==> src/rtl/pcc_pkg.sv <==
package pcc_pkg;

   typedef enum logic [1:0] {
      PCC_IDLE = 2'd0,
      PCC_XFER = 2'd1,
      PCC_DONE = 2'd2
   } pcc_state_e;

   // word index of each register (byte address bits [3:2])
   localparam logic [1:0] IDX_DIN  = 2'd0;
   localparam logic [1:0] IDX_DOUT = 2'd1;
   localparam logic [1:0] IDX_STAT = 2'd2;
   localparam logic [1:0] IDX_CTRL = 2'd3;

   // status bit positions
   localparam int unsigned ST_RDY  = 0;
   localparam int unsigned ST_BUSY = 1;
   localparam int unsigned ST_ERR  = 2;
   localparam int unsigned ST_OVR  = 3;

   // control bit positions
   localparam int unsigned CT_GO  = 0;
   localparam int unsigned CT_DIR = 1;

endpackage

==> src/rtl/pcc_timer.sv <==
module pcc_timer #(
   parameter int unsigned TIMEOUT = 256
) (
   input  logic clk,
   input  logic rst_n,
   input  logic run_i,
   input  logic ack_i,
   output logic expire_o
);
   localparam int unsigned CNT_W = (TIMEOUT > 2) ? $clog2(TIMEOUT) : 1;
   localparam logic [CNT_W-1:0] LAST = CNT_W'(TIMEOUT - 1);

   logic [CNT_W-1:0] cnt_q;

   if (TIMEOUT < 2) begin : g_bad_timeout
      $error("pcc_timer: TIMEOUT must be at least 2");
   end

   always_ff @(posedge clk or negedge rst_n) begin
      if (!rst_n) begin
         cnt_q <= '0;
      end else if (!run_i || ack_i) begin
         cnt_q <= '0;
      end else if (cnt_q != LAST) begin
         cnt_q <= cnt_q + 1'b1;
      end
   end

   assign expire_o = run_i && !ack_i && (cnt_q == LAST);


   cnt_bound_chk: assert property (@(posedge clk) disable iff (!rst_n)
      (!run_i) |=> (cnt_q == '0));

endmodule

==> src/rtl/pcc_regfile.sv <==
module pcc_regfile
   import pcc_pkg::*;
#(
   parameter int unsigned DATA_W    = 32,
   parameter int unsigned ADDR_W    = 4,
   parameter bit          RDATA_REG = 1'b0
) (
   input  logic              clk,
   input  logic              rst_n,
   input  logic              bus_sel,
   input  logic              bus_wr,
   input  logic [ADDR_W-1:0] bus_addr,
   input  logic [DATA_W-1:0] bus_wdata,
   output logic [DATA_W-1:0] bus_rdata,
   input  logic              busy_i,
   input  logic              fin_ok_i,
   input  logic              fin_err_i,
   input  logic              load_din_i,
   input  logic [DATA_W-1:0] din_val_i,
   output logic              cmd_ready_o,
   output logic              cmd_dir_o,
   output logic              err_o,
   output logic              ovr_o,
   output logic [DATA_W-1:0] data_out_o
);
   localparam int unsigned STAT_BITS = 4;
   localparam int unsigned CTRL_BITS = 2;

   if (DATA_W < STAT_BITS) begin : g_bad_width
      $error("pcc_regfile: DATA_W must hold the status field");
   end
   if (ADDR_W < 4) begin : g_bad_addr
      $error("pcc_regfile: ADDR_W must be at least 4");
   end

   logic [DATA_W-1:0] din_q, dout_q, rd_mux;
   logic              rdy_q, dir_q, err_q, ovr_q;
   logic [1:0]        widx;
   logic              wr_en, hit_dout, hit_ctrl, hit_din, blocked, accept_go;

   assign widx      = bus_addr[3:2];
   assign wr_en     = bus_sel && bus_wr;
   assign hit_dout  = wr_en && (widx == IDX_DOUT);
   assign hit_ctrl  = wr_en && (widx == IDX_CTRL);
   assign hit_din   = wr_en && (widx == IDX_DIN);
   assign blocked   = busy_i && (hit_dout || hit_ctrl);
   assign accept_go = hit_ctrl && !busy_i && bus_wdata[CT_GO];

   always_ff @(posedge clk or negedge rst_n) begin
      if (!rst_n) begin
         dout_q <= '0;
         dir_q  <= 1'b0;
      end else begin
         if (hit_dout && !busy_i) dout_q <= bus_wdata;
         if (hit_ctrl && !busy_i) dir_q  <= bus_wdata[CT_DIR];
      end
   end

   always_ff @(posedge clk or negedge rst_n) begin
      if (!rst_n) begin
         rdy_q <= 1'b0;
         err_q <= 1'b0;
         ovr_q <= 1'b0;
      end else begin
         if (accept_go)                  rdy_q <= 1'b1;
         else if (fin_ok_i || fin_err_i) rdy_q <= 1'b0;

         if (fin_err_i)     err_q <= 1'b1;
         else if (fin_ok_i) err_q <= 1'b0;

         if (blocked)        ovr_q <= 1'b1;
         else if (accept_go) ovr_q <= 1'b0;
      end
   end

   always_ff @(posedge clk or negedge rst_n) begin
      if (!rst_n)          din_q <= '0;
      else if (load_din_i) din_q <= din_val_i;
   end

   always_comb begin
      rd_mux = '0;
      unique case (widx)
         IDX_DIN:  rd_mux = din_q;
         IDX_DOUT: rd_mux = dout_q;
         IDX_STAT: rd_mux[STAT_BITS-1:0] = {ovr_q, err_q, busy_i, rdy_q};
         default:  rd_mux[CTRL_BITS-1:0] = {dir_q, rdy_q};
      endcase
   end

   if (RDATA_REG) begin : g_rd_flop
      logic [DATA_W-1:0] rd_q;
      always_ff @(posedge clk or negedge rst_n) begin
         if (!rst_n)                  rd_q <= '0;
         else if (bus_sel && !bus_wr) rd_q <= rd_mux;
      end
      assign bus_rdata = rd_q;
   end else begin : g_rd_comb
      assign bus_rdata = rd_mux;
   end

   assign cmd_ready_o = rdy_q;
   assign cmd_dir_o   = dir_q;
   assign err_o       = err_q;
   assign ovr_o       = ovr_q;
   assign data_out_o  = dout_q;


   busy_wr_ignored_chk: assert property (@(posedge clk) disable iff (!rst_n)
      (hit_dout && busy_i) |=> ($stable(dout_q) && ovr_q));


   busy_ctrl_ignored_chk: assert property (@(posedge clk) disable iff (!rst_n)
      (hit_ctrl && busy_i) |=> ($stable(dir_q) && ovr_q));


   din_readonly_chk: assert property (@(posedge clk) disable iff (!rst_n)
      (hit_din && !load_din_i) |=> $stable(din_q));


   go_sets_ready_chk: assert property (@(posedge clk) disable iff (!rst_n)
      accept_go |=> (rdy_q && !ovr_q));

endmodule

==> src/rtl/pcc_fsm.sv <==
module pcc_fsm
   import pcc_pkg::*;
#(
   parameter int unsigned DATA_W  = 32,
   parameter int unsigned TIMEOUT = 256
) (
   input  logic              clk,
   input  logic              rst_n,
   input  logic              cmd_ready_i,
   input  logic              cmd_dir_i,
   input  logic [DATA_W-1:0] data_out_i,
   output logic              busy_o,
   output logic              fin_ok_o,
   output logic              fin_err_o,
   output logic              load_din_o,
   output logic [DATA_W-1:0] din_val_o,
   output logic              dev_req_o,
   output logic              dev_write_o,
   output logic [DATA_W-1:0] dev_wdata_o,
   input  logic              dev_ack_i,
   input  logic [DATA_W-1:0] dev_rdata_i
);
   pcc_state_e        state_q;
   logic              busy_q, ok_q, expire;
   logic [DATA_W-1:0] hold_q;

   pcc_timer #(.TIMEOUT(TIMEOUT)) tmr_i (
      .clk      (clk),
      .rst_n    (rst_n),
      .run_i    (dev_req_o),
      .ack_i    (dev_ack_i),
      .expire_o (expire)
   );

   always_ff @(posedge clk or negedge rst_n) begin
      if (!rst_n) begin
         state_q <= PCC_IDLE;
         busy_q  <= 1'b0;
         ok_q    <= 1'b0;
         hold_q  <= '0;
      end else begin
         unique case (state_q)
            PCC_IDLE: begin
               if (cmd_ready_i) begin
                  busy_q  <= 1'b1;
                  state_q <= PCC_XFER;
               end
            end
            PCC_XFER: begin
               if (dev_ack_i) begin
                  hold_q  <= dev_rdata_i;
                  ok_q    <= 1'b1;
                  state_q <= PCC_DONE;
               end else if (expire) begin
                  ok_q    <= 1'b0;
                  state_q <= PCC_DONE;
               end
            end
            default: begin
               busy_q  <= 1'b0;
               state_q <= PCC_IDLE;
            end
         endcase
      end
   end

   assign busy_o      = busy_q;
   assign dev_req_o   = (state_q == PCC_XFER);
   assign dev_write_o = cmd_dir_i;
   assign dev_wdata_o = data_out_i;
   assign fin_ok_o    = dev_req_o && dev_ack_i;
   assign fin_err_o   = expire;
   assign load_din_o  = (state_q == PCC_DONE) && ok_q && !cmd_dir_i;
   assign din_val_o   = hold_q;


   busy_after_ready_chk: assert property (@(posedge clk) disable iff (!rst_n)
      $rose(busy_q) |-> $past(cmd_ready_i));


   req_inside_busy_chk: assert property (@(posedge clk) disable iff (!rst_n)
      dev_req_o |-> busy_q);


   ready_drops_first_chk: assert property (@(posedge clk) disable iff (!rst_n)
      $fell(busy_q) |-> !$past(cmd_ready_i));


   din_load_at_busy_end_chk: assert property (@(posedge clk) disable iff (!rst_n)
      load_din_o |=> !busy_q);

endmodule

==> src/rtl/poll_cmd_ctrl.sv <==
module poll_cmd_ctrl
   import pcc_pkg::*;
#(
   parameter int unsigned DATA_W    = 32,
   parameter int unsigned ADDR_W    = 4,
   parameter int unsigned TIMEOUT   = 256,
   parameter bit          RDATA_REG = 1'b0
) (
   input  logic              clk,
   input  logic              rst_n,
   input  logic              bus_sel,
   input  logic              bus_wr,
   input  logic [ADDR_W-1:0] bus_addr,
   input  logic [DATA_W-1:0] bus_wdata,
   output logic [DATA_W-1:0] bus_rdata,
   output logic              dev_req,
   output logic              dev_write,
   output logic [DATA_W-1:0] dev_wdata,
   input  logic              dev_ack,
   input  logic [DATA_W-1:0] dev_rdata
);
   logic              busy_w, fin_ok_w, fin_err_w, load_din_w;
   logic              rdy_w, dir_w, err_w, ovr_w;
   logic [DATA_W-1:0] din_val_w, dout_w;

   pcc_regfile #(
      .DATA_W    (DATA_W),
      .ADDR_W    (ADDR_W),
      .RDATA_REG (RDATA_REG)
   ) regs_i (
      .clk         (clk),
      .rst_n       (rst_n),
      .bus_sel     (bus_sel),
      .bus_wr      (bus_wr),
      .bus_addr    (bus_addr),
      .bus_wdata   (bus_wdata),
      .bus_rdata   (bus_rdata),
      .busy_i      (busy_w),
      .fin_ok_i    (fin_ok_w),
      .fin_err_i   (fin_err_w),
      .load_din_i  (load_din_w),
      .din_val_i   (din_val_w),
      .cmd_ready_o (rdy_w),
      .cmd_dir_o   (dir_w),
      .err_o       (err_w),
      .ovr_o       (ovr_w),
      .data_out_o  (dout_w)
   );

   pcc_fsm #(
      .DATA_W  (DATA_W),
      .TIMEOUT (TIMEOUT)
   ) fsm_i (
      .clk         (clk),
      .rst_n       (rst_n),
      .cmd_ready_i (rdy_w),
      .cmd_dir_i   (dir_w),
      .data_out_i  (dout_w),
      .busy_o      (busy_w),
      .fin_ok_o    (fin_ok_w),
      .fin_err_o   (fin_err_w),
      .load_din_o  (load_din_w),
      .din_val_o   (din_val_w),
      .dev_req_o   (dev_req),
      .dev_write_o (dev_write),
      .dev_wdata_o (dev_wdata),
      .dev_ack_i   (dev_ack),
      .dev_rdata_i (dev_rdata)
   );


   ack_completion_chk: assert property (@(posedge clk) disable iff (!rst_n)
      fin_ok_w |=> (!err_w && !rdy_w && busy_w));


   timeout_completion_chk: assert property (@(posedge clk) disable iff (!rst_n)
      fin_err_w |=> (err_w && !rdy_w && busy_w));


   ovr_sticky_chk: assert property (@(posedge clk) disable iff (!rst_n)
      (ovr_w && !(bus_sel && bus_wr)) |=> ovr_w);

endmodule

==> config.mk <==
export PLATFORM = sky130hd
export DESIGN_NAME = poll_cmd_ctrl
export DESIGN_NICKNAME = d
export VERILOG_FILES = /design/src/rtl/pcc_pkg.sv /design/src/rtl/pcc_timer.sv /design/src/rtl/pcc_regfile.sv /design/src/rtl/pcc_fsm.sv /design/src/rtl/poll_cmd_ctrl.sv
export SDC_FILE = /design/constraint.sdc
export NUM_CORES = 1
export LEC_CHECK = 0
export ABC_AREA = 0
export BUFFER_PORTS_ARGS = -buffer_cell sky130_fd_sc_hd__clkbuf_2
export CAP_MARGIN = 10
export CORE_AREA = 2 2 109 111
export DETAILED_ROUTE_END_ITERATION = 10
export DIE_AREA = 0 0 111 113
export GPL_TIMING_DRIVEN = 0
export HOLD_SLACK_MARGIN = 0.02
export PLACE_DENSITY = 0.66
export SYNTH_ARGS = -nofsm -noshare
export SYNTH_HDL_FRONTEND = slang
export SYNTH_SLANG_ARGS = --single-unit
==> constraint.sdc <==
create_clock -name clk -period 1.9 [get_ports clk]
set_input_delay 0.475 -clock clk [delete_from_list [all_inputs] [get_ports clk]]
set_output_delay 0.475 -clock clk [all_outputs]
set_load 0.02 [all_outputs]
# ---- Word-level counts from Yosys, hierarchy flattened
# Index checks and enable logic that the tools add are counted.
dict set report op_classes {
  n_addsub 1
  n_eq_ne 9
  n_mux 19
  bitwise_logic 1
  reduce_logical 30
}
# op count
set op_table {}
lappend op_table {{case mux 28 bit (2 select lines)} 1}
lappend op_table {{two-way mux 8 bit} 2}
lappend op_table {{logical AND 1 bit} 12}
lappend op_table {{case mux 2 bit (3 select lines)} 2}
lappend op_table {{nonzero test 2 bit} 5}
lappend op_table {{two-way mux 1 bit} 9}
lappend op_table {{adder 8 x 1 -> 8 bit (second input constant)} 1}
lappend op_table {{equality test 8 bit (second input constant)} 1}
lappend op_table {{inequality test 8 bit (second input constant)} 1}
lappend op_table {{AND reduction 2 bit} 4}
lappend op_table {{equality test 2 bit (second input constant)} 3}
lappend op_table {{two-way mux 2 bit} 3}
lappend op_table {{equality test 2 x 1 -> 1 bit (second input constant)} 2}
lappend op_table {{zero test 1 bit} 4}
lappend op_table {{zero test 2 bit} 2}
lappend op_table {{case mux 2 bit (2 select lines)} 1}
lappend op_table {{logical OR 1 bit} 3}
lappend op_table {{inequality test 3 bit (second input constant)} 1}
lappend op_table {{inequality test 2 bit (second input constant)} 1}
lappend op_table {{case mux 1 bit (2 select lines)} 1}
lappend op_table {{inverter 1 bit} 1}
dict set report totals {
  register_bits 112
  inputBits 73
  out_inout_bits 66
  elab_cells 71
}

# ---- Logic depth before layout (Yosys ltp)
# Gate-level depths: netlist (run 1).
dict set report logic_depth {
  depth_word 6
  depth_mapped 5
  mapped_depth_nobuf 4
}

# ---- Cells and area by module
# From an unflattened synthesis (run 1), not the netlist that was laid out.
dict set report unflattened {
  hier_cells 394
  hier_area_um2 5416.4
}
# module n_inst cells_per_inst area_each_um2
set modules_own_cells {}
lappend modules_own_cells {pcc_regfile 1 228 3176.8}
lappend modules_own_cells {pcc_fsm 1 116 1762.9}
lappend modules_own_cells {pcc_timer 1 50 476.7}

# ---- Worst setup path after synthesis (run 1)
# Ideal clock, no wire load.
dict set report synth_timing {
  kind {input to output}
  start {input bus_addr[3]}
  end {output bus_rdata[0]}
  t_arrival_ns 1.338
  required_time_ns 1.425
  path_slack_ns 0.087
  cell_stages 3
  path_buffers 2
  path_cell_list {buf_2 > buf_1 > o21ai_0}
}
dict set report synth_via {
  elab_chain_cells 2
  elab_cells_between_ends 4
  classes_between {eq/ne: 2; mux: 1; reduce/logical: 1}
}
# item line
set synth_rtl {}
lappend synth_rtl {{start: declaration} poll_cmd_ctrl.sv:13} ;# input logic [ADDR_W-1:0] bus_addr,
lappend synth_rtl {{equality test 2 bit, or another cell as far along} pcc_regfile.sv:83} ;# unique case (widx)
lappend synth_rtl {{case mux 2 bit (3 select lines) *} pcc_regfile.sv:83}
lappend synth_rtl {{end: declaration} poll_cmd_ctrl.sv:15} ;# output logic [DATA_W-1:0] bus_rdata,
# Every way passes the cells marked *; elsewhere a longest branch is shown, timed or not.

# ---- Worst setup path after layout (run 1)
# Same ends and word-level chain as after synthesis.

==> metrics, run 1 <==
Post-Synth Adder-Cell Area 0.00251; initial DRC count 137; Setup crit end kind primary output; CTS max path bufs 2; DRT Pass-1 Iters 4; library cells used by synthesis 41; Slew HR 0.412; max_cap viols 0; LEAKAGE 0.00316 uW; WS Path Type in -> out; H-tree Lvls 3; vias per inst 5.10; first-pass GRT wire length 17900 microns; HP Class in -> async; Seq cells post-synth between 100 and 150; vias in the first global route 3425; routability cong. 0.845; Post-synth EDFFs 0; CTS Sinks 112; YS warnings 0; Starting Density 0.442; endpoints failing setup 0; worst-path maximum fanout 10; post-synthesis xor/xnor area fraction 0; DRT Wirelength 11100 microns; CP cell instances buf_2 -> clkbuf_4 -> o21ai_0 -> clkbuf_2; hpwl dp ~8000 microns; Critical path origin bus_addr[3]; initial antenna violation count 0; DIE WIDTH ~110 microns; Via Count between 3000 and 4000; fin nets 578; post-synthesis simple-gate area fraction 0.0595; clock slew at reported path FFs 0.07 ns; top_reg_cell synth dfrtp_1; DR DRC count 0; largest family of logic cells by synthesized area multiplexers; largest net degree at the start of global routing between 100 and 150; area grow syn2layout 25.4%; Root Buffer clkbuf_16; share of cells above drive strength 1 0.407; clock latency at the later pin of the worst-skew pair 0.35 ns; DIE AREA 12500 sq um; startpoint types input pin; clock buffer count from CTS 9; Fmax between 0.5 and 0.6 GHz; CP delay by family, top buffers and inverters; period utilization 0.978; worst r2r src regs_i.cmd_dir_o$_DFFE_PN0P_; Cells after Synth 355; wire per inst roughly 17 microns; Final WS setup between 0.04 and 0.05 ns; Crit path required time between 1 and 1.5 ns; minimum clock period 1.86 ns; CTS tree built; asr flop ratio synth 1.00; status finished clean; WP buf/inv 3; Die Y ~110 microns; Synth Area in Compound Gates 0.0344; Net Count, Synth ~430; n_diodes 0; Seq/Total Area, Yosys 0.563; pins over their slew limit 0; measured slew at the worst slew-check pin 0.882 ns; Mapped Area 4980 sq um; crit-path max cell delay 0.29 ns; dpl ws -0.265 ns; CP max stage cell o21ai_0; Final ANT Viol Nets 0; pwr dens approximately 1600 nW/um^2; Peak VDD IR about 1.1 mV; Setup TNS Final 0 ns; Worst Skew 0.00706 ns; Total Power between 9000 and 10000 uW; GRT Residual Overflow 0; Post-Syn Area per Cell 14.0 sq um; GRT Total Usage 0.184; Core Area 11300 sq um; PortBufs 134; Worst EP arrival between 1 and 1.5 ns; Ports 139; row cnt 39; mux contribution to synthesized area 0.309; unrepaired setup endpoints after global routing no; Hold Fails Final Rpt 0
per-layer routing:
metal,part of all wire,vias to the layer above,global-route usage
met2,0.48,99,0.297
met5,0,-,0
met3,0.055,4,0.0557
li1,-,1556,-
met1,0.46,1661,0.249
met4,0.0051,0,0.0392
worst reg2reg max path, stage by stage (launching register included):
cell      delay (ns)
dfrtp_1         0.38
buf_4           0.15
nor4bb_1        0.24
buf_2           0.22
buf_4           0.24
mux2_1          0.34
synth_stat cells (all sizes together) (2+ instances only):
library cell | number | area (sq um)
nor3 | 4 | 20.0
buf | 17 | 131
nand4 | 2 | 12.5
mux2i | 31 | 310
a31oi | 3 | 18.8
and3 | 2 | 12.5
o311ai | 2 | 17.5
mux2 | 97 | 1200
inv | 5 | 18.8
o41ai | 2 | 25.0
nand2 | 11 | 46.3
nor2 | 30 | 113
o21ai | 5 | 25.0
nand2b | 2 | 12.5
dfrtp | 112 | 2800
nand3 | 4 | 20.0
a21oi | 5 | 25.0
nor2b | 2 | 12.5
a211oi | 2 | 15.0
clkbuf | 3 | 11.3
final cells by class:
type                    count  area (sq um)
fillers                   964          5030
flip-flops and latches    112          2800
multi-input cells         218          2020
repair buffers            138           709
clock buffers               9           225
well taps                 143           179
plain buffers              20           160
clock inverters             6           133
inverters                   5          18.8
kinds of logic after synthesis:
group	Yosys count
buffers and inverters	25
multiplexers	129
AND/OR/NAND/NOR	63
flip-flops	112
adder cells (fa/ha/maj)	1
AO/OA/AOI/OAI	25
cell usage in the layout (no fill, tap or decap), drive strengths merged, types with 3 or more instances in the layout:
| master | count |
|---|---|
| nand3 | 4 |
| buf | 20 |
| clkbuf | 147 |
| nor3 | 4 |
| bufinv | 4 |
| dfrtp | 112 |
| a31oi | 3 |
| mux2 | 97 |
| nand2 | 11 |
| mux2i | 31 |
| inv | 5 |
| o21ai | 5 |
| a21oi | 5 |
| nor2 | 30 |
stage by stage:
stage	cells	util	hold slack (ns)	area (sq um)
after floorplan	355	-	0.179	4980
after global placement	632	0.517	0.465	5830
after detailed placement	632	0.518	0.474	5840
after CTS	648	0.552	0.288	6220
after global routing	651	0.554	0.318	6250
final	651	0.554	0.235	6250
what timing repair did:
action | 4_1_cts | 5_1_grt
setup endpoints to repair | 30 | 3
hold buffers | 0 | 0
cloned | 0 | 0
buffers inserted | 1 | 3
resized for setup | 6 | 2
path summary, 6_finish.rpt:
check | end | cells past startpoint | slack (ns)
max in group asynchronous | fsm_i.tmr_i.cnt_q[3]$_DFFE_PN0N_ | 1 | 1.04
min in group clk | fsm_i.din_val_o[20]$_DFFE_PN0P_ | 2 | 0.33
worst max register to register | regs_i.din_q[28]$_DFFE_PN0P_ | 5 | 0.21
worst min-delay path | regs_i.data_out_o[9]$_DFFE_PN0P_ | 1 | 0.23
worst max-delay path | bus_rdata[0] | 4 | 0.04
worst min register to register | regs_i.din_q[9]$_DFFE_PN0P_ | 1 | 0.48
flip-flops by register name, summed over array words and instances, names as in the netlist:
register,count
regs_i.din_q,32
fsm_i.ok_q,1
regs_i.err_o,1
regs_i.ovr_o,1
fsm_i.tmr_i.cnt_q,8
fsm_i.state_q,2
regs_i.cmd_dir_o,1
regs_i.cmd_ready_o,1
fsm_i.din_val_o,32
regs_i.data_out_o,32
fsm_i.busy_o,1
power breakdown:
group | total, uW | switching, uW | leakage [uW] | internal, uW
registers | 4150 | 673 | 0.00136 | 3480
logic | 3380 | 1730 | 0.00163 | 1660
clock network | 2240 | 825 | 0.000171 | 1410
No activity file was read; power rests on OpenSTA's default activity.
==> run 2, diff against run 1 <==
==> constraint.sdc (replaced) <==
create_clock -name clk -period 1.9 [get_ports clk]
set_input_delay 0.285 -clock clk [delete_from_list [all_inputs] [get_ports clk]]
set_output_delay 0.285 -clock clk [all_outputs]
set_load 0.02 [all_outputs]
==> run 2 against run 1 <==
Maximum frequency increased by 5.0%; worst hold slack got worse by 0.19 ns; via count decreased by 0.54%; combinational power decreased by 2%; clock skew decreased by 0.00089 ns; global-route usage about the same; design area decreased by 0.76%; register-to-register slack improved by 0.09 ns; critical endpoint unchanged; first-iteration DRC count decreased by 2.2%; routed wire length decreased by 0.27%.
==> metrics, run 2 (synthesized netlist as in run 1, its figures left out) <==
status finished clean (unchanged); Worst EP arrival 1.49 ns (was 1.38 ns); M3 GR Usage 0.0557 (unchanged); Root Buffer clkbuf_16 (unchanged); Die Y 113 microns (unchanged); Slew HR 0.412 (about the same); first-pass GRT wire length 17900 microns (about the same); Via Count 3302 (was 3320); HP Class in -> async (unchanged); DRT Pass-1 Iters 4 (unchanged); commonest non-fill, non-tap cell in the layout clkbuf_2 (unchanged); WS Path Type in -> out (unchanged); Total Power 9710 uW (was 9770 uW); measured slew at the worst slew-check pin 0.882 ns (about the same); crit-path max cell delay 0.53 ns (was 0.29 ns); R2R Setup Slk 0.30 ns (was 0.21 ns); Critical path origin bus_addr[3] (unchanged); fin nets 574 (was 578); Peak VDD IR 1.12 mV (about the same); worst r2r src fsm_i.state_q[0]$_DFFE_PN0P_ (was regs_i.cmd_dir_o$_DFFE_PN0P_); Starting Density 0.442 (unchanged); worst-path maximum fanout 10 (unchanged); endpoints failing setup 0 (unchanged); most used cells in the layout excluding fill and tap cells clkbuf_2, dfrtp_1, mux2_1, mux2i_1 (unchanged); # resized after CTS 0 (was 6); GRT Residual Overflow 0 (unchanged); GRT Total Usage 0.184 (about the same); DIE AREA 12500 sq um (unchanged); vias in the first global route 3418 (was 3425); Final ANT Viol Nets 0 (unchanged); Ports 139 (unchanged); pins over their slew limit 0 (unchanged); routability cong. 0.845 (unchanged); CP max stage cell buf_1 (was o21ai_0); CTS tree built (unchanged); Setup TNS Final 0 ns (unchanged); CTS max path bufs 2 (unchanged); initial DRC count 134 (was 137); n_diodes 0 (unchanged); CP cell instances buf_2 -> buf_1 -> o21ai_0 -> clkbuf_2 (was buf_2 -> clkbuf_4 -> o21ai_0 -> clkbuf_2); wire per inst 17.1 microns (about the same); area grow syn2layout 24.4% (was 25.4%); clock latency at the later pin of the worst-skew pair 0.35 ns (about the same); final core occ 0.550 (was 0.554); WP buf/inv 3 (unchanged); unrepaired setup endpoints after global routing no (unchanged); largest net degree at the start of global routing 113 (unchanged); DRT Wirelength 11100 microns (about the same); hpwl dp 7950 microns (unchanged); vias per inst 5.10 (about the same); # fillers 966 (was 964); PortBufs 134 (unchanged); met1 usage 0.248 (was 0.249); busiest grt layer met2 (unchanged); clock buffer count from CTS 9 (unchanged); grt met2 use 0.297 (about the same); minimum clock period 1.77 ns (was 1.86 ns); clock slew at reported path FFs 0.07 ns (about the same); Post-Place Cells 632 (unchanged); CP delay by family, top buffers and inverters (unchanged); Crit path required time 1.62 ns (was 1.42 ns); max_cap viols 0 (unchanged); Setup crit end kind primary output (unchanged); row cnt 39 (unchanged); pwr dens 1570 nW/um^2 (was 1560 nW/um^2); share of cells above drive strength 1 0.397 (was 0.407); setup repair bufs after CTS 0 (was 1); initial antenna violation count 0 (unchanged); DR DRC count 0 (unchanged); Core Area 11300 sq um (unchanged); startpoint types input pin (unchanged); DIE WIDTH 111 microns (unchanged); LEAKAGE 0.00313 uW (was 0.00316 uW); Worst Skew 0.00617 ns (was 0.00706 ns); Hold Fails Final Rpt 0 (unchanged); period utilization 0.932 (was 0.978); non-filler instance count after layout 647 (was 651); H-tree Lvls 3 (unchanged); Fmax 0.565 GHz (was 0.538 GHz); CTS Sinks 112 (unchanged); cts hold-fix bufs 0 (unchanged)
==> run 2: layer usage <==
metal | vias to the layer above | wire (microns)
li1 | 1547 | -
met1 | 1658 | 5130
met2 | 93 | 5330
met3 | 4 | 573
met4 | 0 | 57
met5 | - | 0
==> run 2: cell type report <==
class | instances | area [sq um] | area share
plain buffers | 20 | 143 | 0.0230
clock buffers | 9 | 225 | 0.0363
clock inverters | 6 | 133 | 0.0214
inverters | 5 | 18.8 | 0.00303
multi-input cells | 218 | 2020 | 0.326
flip-flops and latches | 112 | 2800 | 0.452
well taps | 143 | 179 | 0.0289
repair buffers | 134 | 679 | 0.110
==> run 2: stage by stage <==
stage | instance area, sq um | worst slack, ns | hold slack [ns]
2_1_floorplan | 4980 | 0.415 | -0.0106
3_3_place_gp | 5830 | -1.04 | 0.465
3_5_place_dp | 5840 | 0.115 | 0.472
4_1_cts | 6200 | 0.108 | 0.0984
5_1_grt | 6200 | 0.0364 | 0.128
6_report | 6200 | 0.130 | 0.0494
==> run 2: worst paths after layout <==
check / to / cells after the start
setup / recovery: bus_rdata[0] / 4
hold / removal: regs_i.data_out_o[9]$_DFFE_PN0P_ / 1
setup reg to reg: regs_i.din_q[28]$_DFFE_PN0P_ / 4
hold reg to reg: regs_i.din_q[29]$_DFFE_PN0P_ / 1
max in group asynchronous: fsm_i.tmr_i.cnt_q[3]$_DFFE_PN0N_ / 1
min in group clk: fsm_i.din_val_o[5]$_DFFE_PN0P_ / 2
==> run 2: report_power, final <==
part	total, uW	switching, uW	internal (uW)
registers	4160	687	3480
clock network	2240	825	1410
logic	3310	1700	1600
==> run 3, diff against run 2 <==
--- a/config.mk
+++ b/config.mk
@@ -5,15 +5,16 @@
 export SDC_FILE = /design/constraint.sdc
 export NUM_CORES = 1
 export LEC_CHECK = 0
-export ABC_AREA = 0
+export ABC_AREA = 1
 export BUFFER_PORTS_ARGS = -buffer_cell sky130_fd_sc_hd__clkbuf_2
 export CAP_MARGIN = 10
-export CORE_AREA = 2 2 109 111
+export CORE_AREA = 2 2 106 108
 export DETAILED_ROUTE_END_ITERATION = 10
-export DIE_AREA = 0 0 111 113
+export DIE_AREA = 0 0 108 110
 export GPL_TIMING_DRIVEN = 0
 export HOLD_SLACK_MARGIN = 0.02
-export PLACE_DENSITY = 0.66
+export PLACE_DENSITY = 0.67
 export SYNTH_ARGS = -nofsm -noshare
 export SYNTH_HDL_FRONTEND = slang
 export SYNTH_SLANG_ARGS = --single-unit
+export TNS_END_PERCENT = 1
==> run 3 against run 2 <==
Global-route usage up 3.5 points; via count increased by 25%; combinational power down 8.5%; synthesized cell count grew 48%; clock-buffer cell count is 2 higher; routed wire length is 13% higher; setup slack better by 0.11 ns; sequential cell count stayed put; sequential share of layout area up 3.0 points; critical endpoint is now bus_rdata[12]; largest cell class unchanged.
==> metrics, run 3 <==
Final Instance Area 5820 sq um (was 6200 sq um); CP cell instances clkbuf_2 -> inv_2 -> nor2_4 -> buf_2 -> a22o_1 -> clkbuf_2 (was buf_2 -> buf_1 -> o21ai_0 -> clkbuf_2); GRT Residual Overflow 0 (unchanged); pins over their slew limit 0 (unchanged); GRT Total Usage 0.219 (was 0.184); Synth area leaders dfrtp_1, nand2_1, o21ai_0 (was dfrtp_1, mux2_1, mux2_4); # resized after CTS 0 (unchanged); startpoint types input pin (unchanged); Mapped Area 4770 sq um (was 4980 sq um); top-count cell post-synth nand2_1 (was dfrtp_1); routability cong. 0.807 (was 0.845); CTS tree built (unchanged); P_int 5170 uW (was 6490 uW); worst-path maximum fanout 10 (unchanged); status finished clean (unchanged); Worst path most repeated cell clkbuf_2; minimum clock period 1.66 ns (was 1.77 ns); commonest non-fill, non-tap cell in the layout nand2_1 (was clkbuf_2); worst r2r src fsm_i.busy_o$_DFFE_PN0P_ (was fsm_i.state_q[0]$_DFFE_PN0P_); Cells after Synth 525 (was 355); DR DRC count 0 (unchanged); endpoints failing setup 0 (unchanged); depth of the worst register-to-register path 5 (was 4); crit-path max cell delay 0.31 ns (was 0.53 ns); CP delay by family, top buffers and inverters (unchanged); WP buf/inv 4 (was 3); reg2reg end regs_i.data_out_o[13]$_DFFE_PN0P_ (was regs_i.din_q[28]$_DFFE_PN0P_); Root Buffer clkbuf_8 (was clkbuf_16); Crit path required time 1.62 ns (about the same); LEAKAGE 0.00315 uW (was 0.00313 uW); CTS max path bufs 2 (unchanged); Slew HR 0.414 (was 0.412); row cnt 38 (was 39); Reg area 2800 sq um (unchanged); Seq/Total Area, Yosys 0.587 (was 0.563); Ports 139 (unchanged); hpwl dp 9090 microns (was 7950 microns); Total Power 8510 uW (was 9710 uW); fin nets 745 (was 574); Peak VDD IR 0.579 mV (was 1.12 mV); Stages on worst setup path 6 (was 4); most used cells in the layout excluding fill and tap cells nand2_1, clkbuf_2, dfrtp_1, o21ai_0, nand3_1 (was clkbuf_2, dfrtp_1, mux2_1, mux2i_1); WS Path Type in -> out (unchanged); H-tree Lvls 3 (unchanged); vias per inst 5.05 (was 5.10); Final ANT Viol Nets 0 (unchanged); Setup TNS Final 0 ns (unchanged); initial DRC count 258 (was 134); clock latency at the later pin of the worst-skew pair 0.37 ns (was 0.35 ns); max_cap viols 0 (unchanged); YS warnings 0 (unchanged); Post-Syn Area per Cell 9.09 sq um (was 14.0 sq um); placed cell area 5630 sq um (was 5840 sq um); area leader, netlist dfrtp_1 (unchanged); HP Class in -> async (unchanged); Hold Fails Final Rpt 0 (unchanged); setup repair bufs after CTS 0 (unchanged); Sw Pwr 3340 uW (was 3210 uW); Fmax 0.603 GHz (was 0.565 GHz); wire per inst 15.3 microns (was 17.1 microns); DRT Pass-1 Iters 6 (was 4); non-filler instance count after layout 815 (was 647); CP max stage cell buf_2 (was buf_1); DIE AREA 11900 sq um (was 12500 sq um); DIE WIDTH 108 microns (was 111 microns); clock slew at reported path FFs 0.09 ns (was 0.07 ns); R2R Setup Slk 0.45 ns (was 0.30 ns); largest net degree at the start of global routing 113 (unchanged); Via Count 4118 (was 3302); cts hold-fix bufs 0 (unchanged); DRT Wirelength 12500 microns (was 11100 microns); unrepaired setup endpoints after global routing no (unchanged); area of the multi-input gates 1620 sq um (was 2020 sq um); most instantiated cells after synthesis nand2_1, dfrtp_1, o21ai_0 (was dfrtp_1, mux2_1, mux2i_1); CTS Sinks 112 (unchanged); Combinational Power Share 0.356 (was 0.341); top_reg_cell synth dfrtp_1 (unchanged); area grow syn2layout 21.9% (was 24.4%); first-pass GRT wire length 19700 microns (was 17900 microns); Post-synth EDFFs 0 (unchanged); Worst setup endpoint bus_rdata[12] (was bus_rdata[0]); Core Area 10700 sq um (was 11300 sq um); Clk pwr share 0.163 (was 0.230); area share of the largest cell type after synthesis 0.587 (was 0.563); Die Y 110 microns (was 113 microns); share of cells above drive strength 1 0.271 (was 0.397); Post-Place Cells 800 (was 632); part of the power in registers 0.481 (was 0.429); Critical path origin bus_addr[2] (was bus_addr[3]); pwr dens 1460 nW/um^2 (was 1570 nW/um^2); Seq cells post-synth 112 (unchanged); Worst Skew 0.00692 ns (was 0.00617 ns); library cells used by synthesis 24 (was 41); Starting Density 0.446 (was 0.442); switching share of total power 0.393 (was 0.331); Worst EP arrival 1.37 ns (was 1.49 ns); clock buffer count from CTS 9 (unchanged); vias in the first global route 3946 (was 3418); asr flop ratio synth 1.00 (unchanged); measured slew at the worst slew-check pin 0.878 ns (was 0.882 ns); period utilization 0.872 (was 0.932); Setup crit end kind primary output (unchanged); Net Count, Synth 599 (was 429); initial antenna violation count 0 (unchanged); # fillers 1045 (was 966); PortBufs 135 (was 134); n_diodes 0 (unchanged)
## run 3: kinds of logic (layout without fill, tap and decap cells)
group,count (synthesis),after routing,synth area share
AND/OR/NAND/NOR,231,231,0.203
XOR/XNOR,1,1,0.00184
buffers and inverters,76,226,0.0737
AO/OA/AOI/OAI,104,104,0.132
flip-flops,112,112,0.587
adder cells (fa/ha/maj),1,1,0.00262
## run 3: final cells by class
class,instances,share of cell area
Buffer,29,0.0301
Clock buffer,11,0.0243
Clock inverter,4,0.00774
Inverter,47,0.0303
Multi-Input combinational cell,337,0.278
Sequential cell,112,0.482
Tap cell,140,0.0301
Timing Repair Buffer,135,0.118
## run 3: worst reg2reg max path: stages, from the launching register on
cell	delay, ns
dfrtp_1	0.42
nor2_1	0.34
nand2_2	0.20
buf_2	0.25
nand2_1	0.08
nand2_1	0.05
## run 3: worst min path at each step
stage | end | slack (ns) | depth (start not counted)
after floorplan | fsm_i.busy_o$_DFFE_PN0P_ | -0.01 | 0
after global placement | regs_i.din_q[27]$_DFFE_PN0P_ | 0.47 | 2
after detailed placement | regs_i.data_out_o[6]$_DFFE_PN0P_ | 0.47 | 1
after CTS | regs_i.data_out_o[6]$_DFFE_PN0P_ | 0.06 | 1
after global routing | regs_i.data_out_o[7]$_DFFE_PN0P_ | 0.09 | 1
final | regs_i.data_out_o[6]$_DFFE_PN0P_ | 0.02 | 1
## run 3: power by group through the flow
stage	Clock, uW	Sequential, uW	Combinational [uW]
2_1_floorplan	0	4420	1570
3_3_place_gp	0	4090	2980
3_5_place_dp	0	4130	3060
4_1_cts	1430	4080	3070
5_1_grt	1510	4210	3420
6_report	1390	4090	3030
## run 3: per-stage QoR
| stage | utilization | hold slack, ns | worst slack, ns |
|---|---|---|---|
| final | 0.544 | 0.0234 | 0.242 |
| after global routing | 0.544 | 0.0933 | 0.121 |
| after CTS | 0.544 | 0.0608 | 0.223 |
| after detailed placement | 0.526 | 0.472 | 0.231 |
| after global placement | 0.526 | 0.467 | -1.01 |
| after floorplan | - | -0.0106 | 0.555 |
## run 3: metal layers
metal,global-route usage,wire [microns],vias up
met5,0,0,-
met4,0.0989,279,0
met3,0.0370,905,19
met2,0.347,5800,135
met1,0.298,5520,1977
li1,-,-,1987
